File: config.mk
export PLATFORM = sky130hd
export DESIGN_NAME = ddr_burst_seq
export DESIGN_NICKNAME = d
export VERILOG_FILES = /design/src/rtl/ddr_seq_pkg.sv /design/src/rtl/seq_ctrl.sv /design/src/rtl/seq_dpath.sv /design/src/rtl/ddr_burst_seq.sv
export SDC_FILE = /design/constraint.sdc
export NUM_CORES = 1
export LEC_CHECK = 0
export BUFFER_PORTS_ARGS = -buffer_cell sky130_fd_sc_hd__clkbuf_2
export CORE_MARGIN = 4
export CORE_UTILIZATION = 45
export CTS_BUF_LIST = sky130_fd_sc_hd__clkbuf_16
export DETAILED_ROUTE_END_ITERATION = 12
export PLACE_DENSITY = 0.72
export SLEW_MARGIN = 10
export SYNTH_ARGS = -nofsm -noshare
export SYNTH_HDL_FRONTEND = slang
export SYNTH_SLANG_ARGS = --single-unit
export TNS_END_PERCENT = 20
File: constraint.sdc
create_clock -name clk -period 2.8 [get_ports clk]
set_input_delay 0.28 -clock clk [delete_from_list [all_inputs] [get_ports clk]]
set_output_delay 0.28 -clock clk [all_outputs]
set_load 0.01 [all_outputs]
File: src/rtl/ddr_seq_pkg.sv
package ddr_seq_pkg;

  // {csN, rasN, casN, weN}
  typedef enum logic [3:0] {
    CMD_NOP = 4'b0111,
    CMD_ACT = 4'b0011,
    CMD_RD  = 4'b0101,
    CMD_WR  = 4'b0100,
    CMD_PRE = 4'b0010
  } ddrCmd_t;

  typedef enum logic [2:0] {
    ST_IDLE,
    ST_WAIT_RP,
    ST_WAIT_RCD,
    ST_BURST,
    ST_DONE
  } seqState_t;

  // control -> datapath strobes
  typedef struct packed {
    logic capture;
    logic issuePre;
    logic issueAct;
    logic issueCol;
    logic closeAuto;
  } seqStrobe_t;

endpackage

File: src/rtl/seq_ctrl.sv
module seq_ctrl
  import ddr_seq_pkg::*;
#(
  parameter int T_RCD = 3,
  parameter int CNT_W = 4
) (
  input  logic             clk,
  input  logic             rstN,
  input  logic             reqValid,
  input  logic             selOpen,
  input  logic             selActOk,
  input  logic [CNT_W-1:0] burstHalf,
  output logic             reqReady,
  output logic             done,
  output seqStrobe_t       strobe
);

  localparam logic [CNT_W-1:0] RCD_LOAD = CNT_W'(T_RCD - 1);

  seqState_t        st, stNext;
  logic [CNT_W-1:0] cnt, cntNext;

  always_comb begin
    stNext  = st;
    cntNext = cnt;
    strobe  = '0;
    case (st)
      ST_IDLE: begin
        if (reqValid) begin
          strobe.capture = 1'b1;
          if (selOpen) begin
            strobe.issuePre = 1'b1;
            stNext          = ST_WAIT_RP;
          end else if (selActOk) begin
            strobe.issueAct = 1'b1;
            stNext          = ST_WAIT_RCD;
            cntNext         = RCD_LOAD;
          end else begin
            stNext = ST_WAIT_RP;
          end
        end
      end
      ST_WAIT_RP: begin
        if (selActOk) begin
          strobe.issueAct = 1'b1;
          stNext          = ST_WAIT_RCD;
          cntNext         = RCD_LOAD;
        end
      end
      ST_WAIT_RCD: begin
        if (cnt == '0) begin
          strobe.issueCol = 1'b1;
          stNext          = ST_BURST;
          cntNext         = burstHalf;
        end else begin
          cntNext = cnt - 1'b1;
        end
      end
      ST_BURST: begin
        if (cnt == '0) begin
          strobe.closeAuto = 1'b1;
          stNext           = ST_DONE;
        end else begin
          cntNext = cnt - 1'b1;
        end
      end
      default: stNext = ST_IDLE;
    endcase
  end

  always_ff @(posedge clk) begin
    if (!rstN) begin
      st  <= ST_IDLE;
      cnt <= '0;
    end else begin
      st  <= stNext;
      cnt <= cntNext;
    end
  end

  assign reqReady = (st == ST_IDLE);
  assign done     = (st == ST_DONE);

  // completion is a single-cycle pulse
  a_r5_done_single: assert property (@(posedge clk) disable iff (!rstN)
    done |=> !done);

  // an accepted request leaves the idle state at once
  a_r2_accept_busy: assert property (@(posedge clk) disable iff (!rstN)
    (reqValid && reqReady) |=> !reqReady);

endmodule

File: src/rtl/seq_dpath.sv
module seq_dpath
  import ddr_seq_pkg::*;
#(
  parameter int BA_W   = 2,
  parameter int ADDR_W = 13,
  parameter int COL_W  = 10,
  parameter int T_RCD  = 3,
  parameter int T_RP   = 4,
  parameter int CNT_W  = 4
) (
  input  logic              clk,
  input  logic              rstN,
  input  seqStrobe_t        strobe,
  input  logic              reqReady,
  input  logic              reqWrite,
  input  logic [BA_W-1:0]   reqBank,
  input  logic [ADDR_W-1:0] reqRow,
  input  logic [COL_W-1:0]  reqCol,
  input  logic              reqAutoPre,
  input  logic [1:0]        reqBurst,
  output logic              selOpen,
  output logic              selActOk,
  output logic [CNT_W-1:0]  burstHalf,
  output logic              csN,
  output logic              rasN,
  output logic              casN,
  output logic              weN,
  output logic [BA_W-1:0]   ba,
  output logic [ADDR_W-1:0] addr
);

  localparam int NB     = 1 << BA_W;
  localparam int RP_W   = $clog2(T_RP + 1);
  localparam int AP_BIT = 10;
  localparam int SA_W   = $clog2(T_RCD + 2);

  // held request
  logic              hWrite, hAp;
  logic [BA_W-1:0]   hBank;
  logic [ADDR_W-1:0] hRow;
  logic [COL_W-1:0]  hCol;

  always_ff @(posedge clk) begin
    if (!rstN) begin
      hWrite    <= 1'b0;
      hAp       <= 1'b0;
      hBank     <= '0;
      hRow      <= '0;
      hCol      <= '0;
      burstHalf <= '0;
    end else if (strobe.capture) begin
      hWrite <= reqWrite;
      hAp    <= reqAutoPre;
      hBank  <= reqBank;
      hRow   <= reqRow;
      hCol   <= reqCol;
      case (reqBurst)
        2'd0:    burstHalf <= CNT_W'(1);
        2'd1:    burstHalf <= CNT_W'(2);
        default: burstHalf <= CNT_W'(4);
      endcase
    end
  end

  logic [BA_W-1:0]   selBank;
  logic [ADDR_W-1:0] selRow;
  assign selBank = reqReady ? reqBank : hBank;
  assign selRow  = reqReady ? reqRow  : hRow;

  // per-bank row state and precharge timers
  logic [NB-1:0]   bankOpen;
  logic [NB-1:0]   bankActOk;
  logic [RP_W-1:0] bankTimer [NB];

  for (genvar i = 0; i < NB; i++) begin : g_bank
    logic hitSel, hitHeld;
    assign hitSel  = (selBank == BA_W'(i));
    assign hitHeld = (hBank == BA_W'(i));

    always_ff @(posedge clk) begin
      if (!rstN) begin
        bankOpen[i]  <= 1'b0;
        bankTimer[i] <= '0;
      end else begin
        if (strobe.issueAct && hitSel)
          bankOpen[i] <= 1'b1;
        else if ((strobe.issuePre && hitSel) || (strobe.closeAuto && hAp && hitHeld))
          bankOpen[i] <= 1'b0;

        if ((strobe.issuePre && hitSel) || (strobe.closeAuto && hAp && hitHeld))
          bankTimer[i] <= RP_W'(T_RP);
        else if (bankTimer[i] != '0)
          bankTimer[i] <= bankTimer[i] - 1'b1;
      end
    end

    assign bankActOk[i] = (bankTimer[i] <= RP_W'(1));
  end

  assign selOpen  = bankOpen[selBank];
  assign selActOk = bankActOk[selBank];

  // column address with auto-precharge flag
  logic [ADDR_W-1:0] colAddr;
  always_comb begin
    colAddr                = '0;
    colAddr[COL_W-1:0]     = hCol;
    colAddr[AP_BIT]        = hAp;
  end

  // registered command outputs
  ddrCmd_t           cmdQ;
  logic [BA_W-1:0]   baQ;
  logic [ADDR_W-1:0] addrQ;

  always_ff @(posedge clk) begin
    if (!rstN) begin
      cmdQ  <= CMD_NOP;
      baQ   <= '0;
      addrQ <= '0;
    end else if (strobe.issuePre) begin
      cmdQ  <= CMD_PRE;
      baQ   <= selBank;
      addrQ <= '0;
    end else if (strobe.issueAct) begin
      cmdQ  <= CMD_ACT;
      baQ   <= selBank;
      addrQ <= selRow;
    end else if (strobe.issueCol) begin
      cmdQ  <= hWrite ? CMD_WR : CMD_RD;
      baQ   <= hBank;
      addrQ <= colAddr;
    end else begin
      cmdQ  <= CMD_NOP;
      baQ   <= '0;
      addrQ <= '0;
    end
  end

  assign {csN, rasN, casN, weN} = cmdQ;
  assign ba   = baQ;
  assign addr = addrQ;

  // cycles since the last ACTIVE left the block (checker counter)
  logic [SA_W-1:0] sinceAct;
  always_ff @(posedge clk) begin
    if (!rstN)                  sinceAct <= '0;
    else if (cmdQ == CMD_ACT)   sinceAct <= SA_W'(1);
    else if (sinceAct != '1)    sinceAct <= sinceAct + 1'b1;
  end

  // only the five legal encodings reach the pins
  a_r3_cmd_legal: assert property (@(posedge clk) disable iff (!rstN)
    cmdQ inside {CMD_NOP, CMD_ACT, CMD_RD, CMD_WR, CMD_PRE});

  // column command lands T_RCD cycles after ACTIVE
  a_r4_rcd_spacing: assert property (@(posedge clk) disable iff (!rstN)
    (cmdQ == CMD_RD || cmdQ == CMD_WR) |-> (sinceAct == SA_W'(T_RCD)));

  // ACTIVE only once the bank's precharge time has run out
  a_r7_act_after_rp: assert property (@(posedge clk) disable iff (!rstN)
    (cmdQ == CMD_ACT) |-> (bankTimer[baQ] == '0));

  // a bank receives no ACTIVE while its row is still open
  a_r6_act_closed: assert property (@(posedge clk) disable iff (!rstN)
    (strobe.issueAct) |-> !bankOpen[selBank]);

endmodule

File: src/rtl/ddr_burst_seq.sv
module ddr_burst_seq
  import ddr_seq_pkg::*;
#(
  parameter int BA_W   = 2,
  parameter int ADDR_W = 13,
  parameter int COL_W  = 10,
  parameter int T_RCD  = 3,
  parameter int T_RP   = 4
) (
  input  logic              clk,
  input  logic              rstN,
  input  logic              reqValid,
  output logic              reqReady,
  input  logic              reqWrite,
  input  logic [BA_W-1:0]   reqBank,
  input  logic [ADDR_W-1:0] reqRow,
  input  logic [COL_W-1:0]  reqCol,
  input  logic              reqAutoPre,
  input  logic [1:0]        reqBurst,
  output logic              csN,
  output logic              rasN,
  output logic              casN,
  output logic              weN,
  output logic [BA_W-1:0]   ba,
  output logic [ADDR_W-1:0] addr,
  output logic              done
);

  localparam int CNT_W = $clog2(T_RCD + 5);

  seqStrobe_t       strobe;
  logic             selOpen, selActOk;
  logic [CNT_W-1:0] burstHalf;

  seq_ctrl #(
    .T_RCD(T_RCD),
    .CNT_W(CNT_W)
  ) u_ctrl (
    .clk      (clk),
    .rstN     (rstN),
    .reqValid (reqValid),
    .selOpen  (selOpen),
    .selActOk (selActOk),
    .burstHalf(burstHalf),
    .reqReady (reqReady),
    .done     (done),
    .strobe   (strobe)
  );

  seq_dpath #(
    .BA_W  (BA_W),
    .ADDR_W(ADDR_W),
    .COL_W (COL_W),
    .T_RCD (T_RCD),
    .T_RP  (T_RP),
    .CNT_W (CNT_W)
  ) u_dpath (
    .clk       (clk),
    .rstN      (rstN),
    .strobe    (strobe),
    .reqReady  (reqReady),
    .reqWrite  (reqWrite),
    .reqBank   (reqBank),
    .reqRow    (reqRow),
    .reqCol    (reqCol),
    .reqAutoPre(reqAutoPre),
    .reqBurst  (reqBurst),
    .selOpen   (selOpen),
    .selActOk  (selActOk),
    .burstHalf (burstHalf),
    .csN       (csN),
    .rasN      (rasN),
    .casN      (casN),
    .weN       (weN),
    .ba        (ba),
    .addr      (addr)
  );

endmodule

After elaboration in Yosys (flattened, before gate mapping):

Memory sizes are Yosys's and may differ from the RTL's.
Index checks and enable logic that the tools add are counted.

* register bits: 59
* RAM bits: 12
* memories: 1

* add/sub/neg operators: 5
* order comparisons: 5
* equal/unequal tests: 17
* muxes and demuxes: 83
* bitwise operators: 10
* reductions and logical operators: 35

Memory list
* u_dpath.bankTimer: depth 4, bits a word 3, rd ports 4, clocked after memory_dff 0, write ports 4, line seq_dpath.sv:73 `logic [RP_W-1:0] bankTimer [NB];`

Operators with widths (count)
* two-way mux 3 bit: 21
* two-way mux 1 bit: 46
* two-way mux 13 bit: 2
* case mux 3 bit (4 select lines): 2
* subtractor 3 x 1 -> 3 bit (second input constant): 5
* two-way mux 2 bit: 7
* logical AND 1 bit: 13
* <= comparator 3 x 1 -> 1 bit (second input constant): 4
* nonzero test 3 bit: 4
* two-way mux 11 bit: 1
* equality test 2 bit (second input constant): 4
* inequality test 2 bit (second input constant): 4
* OR 1 bit: 8
* AND reduction 4 bit: 2
* nonzero test 2 bit: 4
* equality test 2 x 1 -> 1 bit (second input constant): 3
* equality test 3 x 2 -> 1 bit (second input constant): 2
* zero test 2 bit: 3
* zero test 3 bit: 2
* case mux 3 bit (2 select lines): 1
* binary-select mux 1 bit (select 2 bit): 2
* logical OR 1 bit: 4
* inequality test 2 x 1 -> 1 bit (second input constant): 2
* nonzero test 4 bit: 1
* other kinds (7): 8

Logic depth before layout (Yosys ltp):

Gate-level depths: netlist of the first run.

* depth in word-level cells: 15
* gate-level depth with buffers: 9
* gate-level depth less buffers: 8

Hierarchy:

From an unflattened synthesis of the first run, not the netlist that was laid out.

* cells, all modules: 336
* area total of the unflattened synthesis: 3487.1 um^2

Modules (own cells, without submodules)
* seq_dpath: instances 1, cells an instance 277, area each 3030.4 um^2
* seq_ctrl: instances 1, cells an instance 59, area each 456.7 um^2

Worst setup path after synthesis of the first run:

Ideal clock, no wire load.

* path type: reg-to-reg
* from: register u_ctrl.cnt[0]
* to: memory u_dpath.bankTimer[3][0] (netlist bit) (enable)
* arrival: 1904 ps
* data required time: 2498 ps
* path slack: 594 ps
* stages on the path, launching flop included: 9
* path through: dfxtp_1 > inv_1 > ha_1 > ha_1 > clkbuf_1 > nand3_1 > nand3b_1 > o32ai_1 > or3_1

RTL lines
* from (decl): line seq_ctrl.sv:21 `logic [CNT_W-1:0] cnt, cntNext;`
* from (signal assigned): line seq_ctrl.sv:77 `cnt <= cntNext;`
* to (decl): line seq_dpath.sv:73

Worst setup path after layout of the first run:

* from: register u_ctrl.st[0]
* to: register u_dpath.addrQ[1], in the netlist u_dpath.addr[1]

* longest elaborated chain between the ends: 9
* elaborated cells between the ends (all ways): 19
* those cells by class: 2 x eq/ne; 15 x mux; 2 x reduce/logical

RTL lines
* from (decl): line seq_ctrl.sv:20 `seqState_t st, stNext;`
* from (signal assigned): line seq_ctrl.sv:76 `st <= stNext;`
* zero test 3 bit: line seq_ctrl.sv:27, seq_ctrl.sv:81
* two-way mux 2 bit: line seq_dpath.sv:67 `assign selBank = reqReady ? reqBank : hBank;`
* binary-select mux 1 bit (select 2 bit): line seq_dpath.sv:101 `assign selActOk = bankActOk[selBank];`
* two-way mux 1 bit (implied by the code): line seq_dpath.sv:101
* two-way mux 1 bit: line seq_ctrl.sv:34, seq_ctrl.sv:44
* two-way mux 1 bit: line seq_ctrl.sv:31 `if (selOpen) begin`
* two-way mux 3 bit: line seq_ctrl.sv:29 `if (reqValid) begin`
* case mux 1 bit (2 select lines): line seq_ctrl.sv:27 `case (st)`
* two-way mux 13 bit: line seq_dpath.sv:125 `end else if (strobe.issueAct) begin`
* to (signal assigned): line seq_dpath.sv:128 `addrQ <= selRow;`
* to (signal assigned): line seq_dpath.sv:132 `addrQ <= colAddr;`
* to (decl): line seq_dpath.sv:114 `logic [ADDR_W-1:0] addrQ;`

Several ways; a longest one is shown, not always the timed one. The select of a mux whose other input is x is not followed.
A chain may end at the register's enable or synchronous reset.

==> results.sh, run 1 <==
export IMPL_status="finished clean"
export IMPL_htreeDepth=3
export IMPL_final_util_pct=55.2
export IMPL_ys_warnings_count=0
export IMPL_multi_input_comb_area_sq_um=1760
export IMPL_post_cts_resized=0
export IMPL_grt_pass1_vias=2761
export IMPL_place_ws_ps=442
export IMPL_final_setup_tns_ps=0
export IMPL_hp_class="input port to flip-flop"
export IMPL_async_reset_ff_share_pct=0
export IMPL_dieWidth_um=95.9
export IMPL_nets=477
export IMPL_cts_hold_buf=0
export IMPL_ys_seq_elements=70
export IMPL_first_pass_iters=5
export IMPL_tightestPinTransition_ps=599
export IMPL_cts_setup_buffers=0
export IMPL_yosys_top_cells_area="dfxtp_1 (33%), edfxtp_1 (10%), nand2_1 (8.8%)"
export IMPL_seq_area_sq_um=1520
export IMPL_max_freq_ghz=0.423
export IMPL_routedWlPerCell_um=15.0
export IMPL_skew_ps=5.91
export IMPL_cts_tree="done"
export IMPL_synth_top_area_share_pct=33.4
export IMPL_drv_cap=0
export IMPL_cts_buffers=9
export IMPL_synth_cell_types=55
export IMPL_portBuffers=51
export IMPL_root_buffer="clkbuf_16"
export IMPL_viasPerCell=5.46
export IMPL_worst_setup_path_type="flip-flop to flip-flop"
export IMPL_rsz0062_at_grt="no"
export IMPL_globalplace_congestion=0.955
export IMPL_p_leak_nw=1.67
export IMPL_post_route_min_period_ps=2360
export IMPL_arrival_ps=2610
export IMPL_dp_hpwl_um=5690
export IMPL_relSlewSlack_pct=59.5
export IMPL_yosysTopAreaCell="dfxtp_1"
export IMPL_antenna_found_initial=0
export IMPL_grt_pass1_wl_um=13000
export IMPL_ir_drop_v=0.000501
export IMPL_powerDensity_nw_per_um2=1030
export IMPL_num_rows=31
export IMPL_syn_nets=434
export IMPL_cp_end_kind="flip-flop"
export IMPL_num_vias=2925
export IMPL_start_kind="flip-flop"
export IMPL_grtUsageTotal_pct=18.4
export IMPL_grt_max_degree=35
export IMPL_required_ps=3040
export IMPL_clk_latency_ps=330
export IMPL_fin_ws_ps=437
export IMPL_ys_flop_type="dfxtp_1"
export IMPL_grt_ovfl_total=0
export IMPL_core_area_sq_um=7370
export IMPL_syn_inst=389
export IMPL_setup_viol=0
export IMPL_clkTransAtPathRegs_ps=60
export IMPL_dieArea_sq_um=9190
export IMPL_fin_crit_sh_pct=84.4
export IMPL_yosysSeqAreaShare_pct=43.8
export IMPL_cp_max_fo=16
export IMPL_slew_viol_final=0
export IMPL_first_iter_violations=265
export IMPL_nFillCells=684
export IMPL_antenna_cells=0
export IMPL_synth_edf_count=12
export IMPL_io_pins=53
export IMPL_synthToLayoutAreaGrowth_pct=17.0
export IMPL_start_util_pct=47.1
export IMPL_avgSynthCellArea_sq_um=8.93
export IMPL_remaining_drc_errors=0
export IMPL_wirelength_um=8060
export IMPL_final_antenna_net_count=0
export IMPL_fp_dieH_um=95.9
export IMPL_syn_area_sq_um=3470
export IMPL_cts_sinks=70
export IMPL_cts_buffer_depth=2
export IMPL_totalPowerFinal_mw=4.19
export IMPL_finalHoldViolations=0
export IMPL_drive_above_1_share_pct=23.3
-- area by class of cell --
cell class	count	share of cell area (%)
multi-input cells	271	43.2
inverters	22	2.03
repair buffers	58	7.57
clock buffers	9	5.54
flip-flops and latches	70	37.4
well taps	99	3.05
clock inverters	7	1.23
-- power by group --
group | leakage, nW | internal (mW) | total (mW) | switching (mW)
Sequential | 0.607 | 1.33 | 1.53 | 0.201
Clock | 0.137 | 0.600 | 1.03 | 0.429
Combinational | 0.929 | 0.671 | 1.64 | 0.965
Total | 1.67 | 2.60 | 4.19 | 1.60
-- flip-flops by register name, indices dropped and copies added, names as in the netlist --
signal / count
u_dpath.hAp: 1
u_dpath.bankOpen: 4
u_dpath.addr: 13
u_dpath.hCol: 10
u_dpath.cmdQ: 3
u_dpath.burstHalf: 3
u_ctrl.st: 3
u_dpath.ba: 2
u_dpath.bankTimer: 12
u_dpath.hRow: 13
u_dpath.hWrite: 1
u_dpath.hBank: 2
u_ctrl.cnt: 3
-- cells by family (layout without fill, tap and decap cells) --
| logic type | Yosys count | in the layout | share of synthesized area [%] |
|---|---|---|---|
| AO/OA/AOI/OAI | 84 | 84 | 16.6 |
| other | 1 | 1 | 0.108 |
| adder cells (fa/ha/maj) | 13 | 13 | 4.68 |
| AND/OR/NAND/NOR | 148 | 148 | 20.2 |
| flip-flops | 70 | 70 | 43.8 |
| multiplexers | 25 | 25 | 8.57 |
| buffers and inverters | 48 | 96 | 6.01 |
-- stage by stage --
stage	hold WS (ps)	cell area (sq um)	std cells
final	174	4070	536
after global routing	181	4070	536
after CTS	163	4070	536
after detailed placement	441	3790	520
after global placement	437	3790	520
after floorplan	416	3470	389
-- metal layers --
layer,up-vias,part of all wire [%],GRT usage (%),wire length (um)
met4,0,2.2,8.41,180
met5,-,0,0,0
li1,1452,-,-,-
met3,18,5.9,4.14,475
met1,1356,44,24.1,3520
met2,99,48,28.9,3880
-- final timing paths --
check	endpoint	cells after the start	startpoint	slack [ps]
setup reg to reg	u_dpath.addr[1]$_SDFF_PP0_	6	u_ctrl.st[0]$_SDFFE_PN0P_	440
hold / removal	u_dpath.hCol[3]$_SDFFE_PN0P_	3	reqCol[3]	170
setup / recovery	u_dpath.addr[1]$_SDFF_PP0_	6	u_ctrl.st[0]$_SDFFE_PN0P_	440
hold reg to reg	u_dpath.hRow[10]$_SDFFE_PN0P_	2	u_dpath.hRow[10]$_SDFFE_PN0P_	450
-- critical path: stages, from the launching register on --
cell and delay [ps]:
dfxtp_1 450, nor3_2 430, buf_4 370, nand4b_1 240, o211ai_4 180, nand4_4 310
o21ai_0 300
-- Yosys cell counts (all sizes together), types with 3 or more instances --
cell type	count
nand4	5
ha	13
dfxtp	58
mux4	3
inv	22
nor2	20
nand3	7
edfxtp	12
buf	7
nor3	9
o21a	5
mux2i	17
o21ai	18
a31oi	5
or2	5
nor4	4
nand2	81
mux2	5
a21oi	36
nor4b	4
clkbuf	19
nand3b	3
-- cells in the final DEF, fill, tap and decap left out, types with 3 or more instances in the layout --
| cell type | count |
|---|---|
| o21a_1 | 5 |
| nand3b_1 | 3 |
| mux2i_1 | 16 |
| buf_4 | 7 |
| dfxtp_1 | 58 |
| nor2_1 | 20 |
| nor4_1 | 4 |
| o21ai_0 | 10 |
| clkinv_4 | 4 |
| mux4_2 | 3 |
| or2_2 | 3 |
| a21oi_1 | 36 |
| o21ai_2 | 8 |
| mux2_2 | 5 |
| clkbuf_2 | 51 |
| nor4b_1 | 3 |
| edfxtp_1 | 12 |
| clkbuf_16 | 9 |
| inv_1 | 21 |
| nand3_1 | 7 |
| nand4_1 | 4 |
| nand2_1 | 81 |
| ha_1 | 13 |
| a31oi_1 | 5 |
| nor3_1 | 8 |
Note: power is estimated with default switching activity, not from simulation.
==> run 2: changes to the inputs <==
--- a/config.mk
+++ b/config.mk
@@ -5,12 +5,13 @@
 export SDC_FILE = /design/constraint.sdc
 export NUM_CORES = 1
 export LEC_CHECK = 0
+export ABC_AREA = 1
 export BUFFER_PORTS_ARGS = -buffer_cell sky130_fd_sc_hd__clkbuf_2
 export CORE_MARGIN = 4
 export CORE_UTILIZATION = 45
 export CTS_BUF_LIST = sky130_fd_sc_hd__clkbuf_16
 export DETAILED_ROUTE_END_ITERATION = 12
-export PLACE_DENSITY = 0.72
+export PLACE_DENSITY = 0.74
 export SLEW_MARGIN = 10
 export SYNTH_ARGS = -nofsm -noshare
 export SYNTH_HDL_FRONTEND = slang
==> constraint.sdc (replaced) <==
create_clock -name clk -period 2.1 [get_ports clk]
set_input_delay 0.21 -clock clk [delete_from_list [all_inputs] [get_ports clk]]
set_output_delay 0.21 -clock clk [all_outputs]
set_load 0.01 [all_outputs]
==> run 2 against run 1 <==
Largest power group unchanged. Clock power rose by 59%. Clock skew about the same. Sequential power up 28%. Highest routed layer unchanged. Cell count grew 14%. Maximum frequency grew 20%. Sequential share of layout area decreased by 0.74 points.
==> results.sh, run 2 <==
export IMPL_status="finished clean"
export IMPL_syn_inst=453
export IMPL_reg2reg_to="u_dpath.bankTimer[1][2]$_DFFE_PP_"
export IMPL_antenna_cells=0
export IMPL_routedWlPerCell_um=12.7
export IMPL_grtUsageTotal_pct=17.9
export IMPL_fin_crit_sh_pct=94.0
export IMPL_dieWidth_um=95.6
export IMPL_met3_usage_pct=5.68
export IMPL_skew_ps=5.51
export IMPL_grt_ovfl_total=0
export IMPL_final_cell_mix="nand2_1 (112), dfxtp_1 (57), inv_1 (56)"
export IMPL_synth_edf_count=12
export IMPL_final_antenna_net_count=0
export IMPL_first_pass_iters=5
export IMPL_cp_end_kind="flip-flop"
export IMPL_path_cells="nor2_4 -> buf_4 -> nand3_1 -> nand2_4 -> nand2_2 -> nand2_2 -> nand2_2 -> nand2_4 -> nor2_4 -> nand3_2 -> nand4_1"
export IMPL_grt_max_degree=31
export IMPL_cts_buffer_depth=2
export IMPL_num_rows=31
export IMPL_rr_startpoint="u_ctrl.st[1]$_SDFFE_PN0P_"
export IMPL_viasPerCell=4.97
export IMPL_met2_usage_pct=27.2
export IMPL_layout_commonest_cell="nand2_1"
export IMPL_totalPowerFinal_mw=6.12
export IMPL_synthToLayoutAreaGrowth_pct=20.3
export IMPL_dp_hpwl_um=5640
export IMPL_root_buffer="clkbuf_16"
export IMPL_min_path_cells=3
export IMPL_post_route_min_period_ps=1970
export IMPL_grt_pass1_vias=2849
export IMPL_ys_top_cells_by_count="nand2_1 (113), dfxtp_1 (58), inv_1 (56)"
export IMPL_async_reset_ff_share_pct=0
export IMPL_num_vias=3047
export IMPL_met1_usage_pct=23.4
export IMPL_fp_dieH_um=95.6
export IMPL_first_iter_violations=172
export IMPL_powerDensity_nw_per_um2=1470
export IMPL_required_ps=2130
export IMPL_io_pins=53
export IMPL_ir_drop_v=0.000598
export IMPL_setup_viol=0
export IMPL_worstRegToRegCells=11
export IMPL_path_buf_inv=1
export IMPL_cts_buffers=9
export IMPL_cts_hold_buf=0
export IMPL_htreeDepth=3
export IMPL_slowest_delay_ps=430
export IMPL_synthMostInstantiatedCell="nand2_1"
export IMPL_synth_top_area_share_pct=33.6
export IMPL_slew_viol_final=0
export IMPL_final_util_pct=56.3
export IMPL_antenna_found_initial=0
export IMPL_cts_sinks=70
export IMPL_globalplace_congestion=0.888
export IMPL_grt_pass1_wl_um=12600
export IMPL_arrival_ps=2010
export IMPL_yosys_top_cells_area="dfxtp_1 (34%), nand2_1 (12%), edfxtp_1 (10%)"
export IMPL_dieArea_sq_um=9140
export IMPL_cp_common_cell="nand2_2"
export IMPL_portBuffers=51
export IMPL_core_area_sq_um=7370
export IMPL_hp_class="input port to flip-flop"
export IMPL_hold_worst_slack_ps=97.2
export IMPL_drive_above_1_share_pct=22.4
export IMPL_final_cells=613
export IMPL_ys_seq_elements=70
export IMPL_wirelength_um=7760
export IMPL_synth_cell_types=29
export IMPL_syn_nets=498
export IMPL_busiest_layer="met2"
export IMPL_nFillCells=682
export IMPL_start_util_pct=46.8
export IMPL_yosysSeqAreaShare_pct=44.1
export IMPL_worst_setup_path_type="flip-flop to flip-flop"
export IMPL_cts_tree="done"
export IMPL_critPathSlowestCell="dfxtp_1"
export IMPL_holdPathEnd="u_dpath.hCol[4]$_SDFFE_PN0P_"
export IMPL_yosysTopAreaCell="dfxtp_1"
export IMPL_cpLargestDelayFamily="simple AND/OR/NAND/NOR gates"
export IMPL_cp_max_fo=9
export IMPL_clkTransAtPathRegs_ps=60
export IMPL_remaining_drc_errors=0
export IMPL_p_leak_nw=1.97
export IMPL_drv_cap=0
export IMPL_ys_flop_type="dfxtp_1"
export IMPL_clk_latency_ps=340
export IMPL_syn_area_sq_um=3450
export IMPL_nets=554
export IMPL_avgSynthCellArea_sq_um=7.62
export IMPL_start_kind="flip-flop"
export IMPL_dp_cells=594
export IMPL_ys_warnings_count=0
export IMPL_max_freq_ghz=0.507
export IMPL_finalHoldViolations=0
export IMPL_ff2ff_setup_slack_ps=130
export IMPL_min_delay_start="reqCol[4]"
==> run 2: layer usage <==
metal  up-vias  part of all wire [%]
met5         -                     0
met4         0                   2.4
met3        18                   5.5
met2        95                    46
met1      1359                    46
li1       1575                     -
==> run 2: how the worst max path moves through the flow <==
stage,endpoint,slack (ps),start,cells after the start
2_1_floorplan,u_dpath.bankTimer[1][0]$_SDFFCE_PN0P_,300,u_ctrl.st[0]$_SDFFE_PN0P_,12
3_3_place_gp,u_dpath.bankTimer[0][1]$_SDFFCE_PN0P_,150,u_ctrl.st[0]$_SDFFE_PN0P_,11
3_5_place_dp,u_dpath.bankTimer[2][1]$_SDFFCE_PN0P_,90,u_ctrl.st[0]$_SDFFE_PN0P_,11
4_1_cts,u_dpath.bankTimer[2][0]$_SDFFCE_PN0P_,70,u_ctrl.st[0]$_SDFFE_PN0P_,11
5_1_grt,u_dpath.bankTimer[2][0]$_SDFFCE_PN0P_,-3,u_ctrl.cnt[0]$_SDFFE_PN0P_,9
6_report,u_dpath.bankTimer[1][2]$_DFFE_PP_,130,u_ctrl.st[1]$_SDFFE_PN0P_,11
==> run 2: cells by family after synthesis <==
kind of cell    synth area share (%)
other cells                    0.109
simple gates                    31.9
buf+inv                         9.46
fa+ha+maj                       4.71
flops                           44.1
compound gates                  9.75
==> run 2: stage by stage <==
step                      worst slack [ps]  TNS [ps]  area (sq um)
after floorplan                        296         0          3450
after global placement                 151         0          3800
after detailed placement              90.0         0          3800
after CTS                             70.6         0          4120
after global routing                 -2.64     -14.5          4150
final                                  127         0          4150
==> run 2: repair_timing <==
item                                    in CTS  in global routing
setup buffers                                0                  3
endpoints found under the setup margin       0                 20
resized for setup                            0                  3
==> run 2: report_power, final <==
part | internal [mW] | switching (mW)
clock | 1.04 | 0.595
sequential | 1.80 | 0.166
combinational | 0.901 | 1.62
total | 3.74 | 2.38
==> run 2: layout make-up <==
class	count	area, sq um	area share (%)
clock inverters	7	97.6	2.35
inverters	60	228	5.49
repair buffers	63	345	8.32
well taps	99	124	2.98
clock buffers	9	225	5.42
multi-input cells	305	1610	38.8
flip-flops and latches	70	1520	36.7
==> run 2: tightest hold or removal path: stages <==
cell      delay (ps)
clkbuf_2          80
nand2_1           50
a21oi_1           50
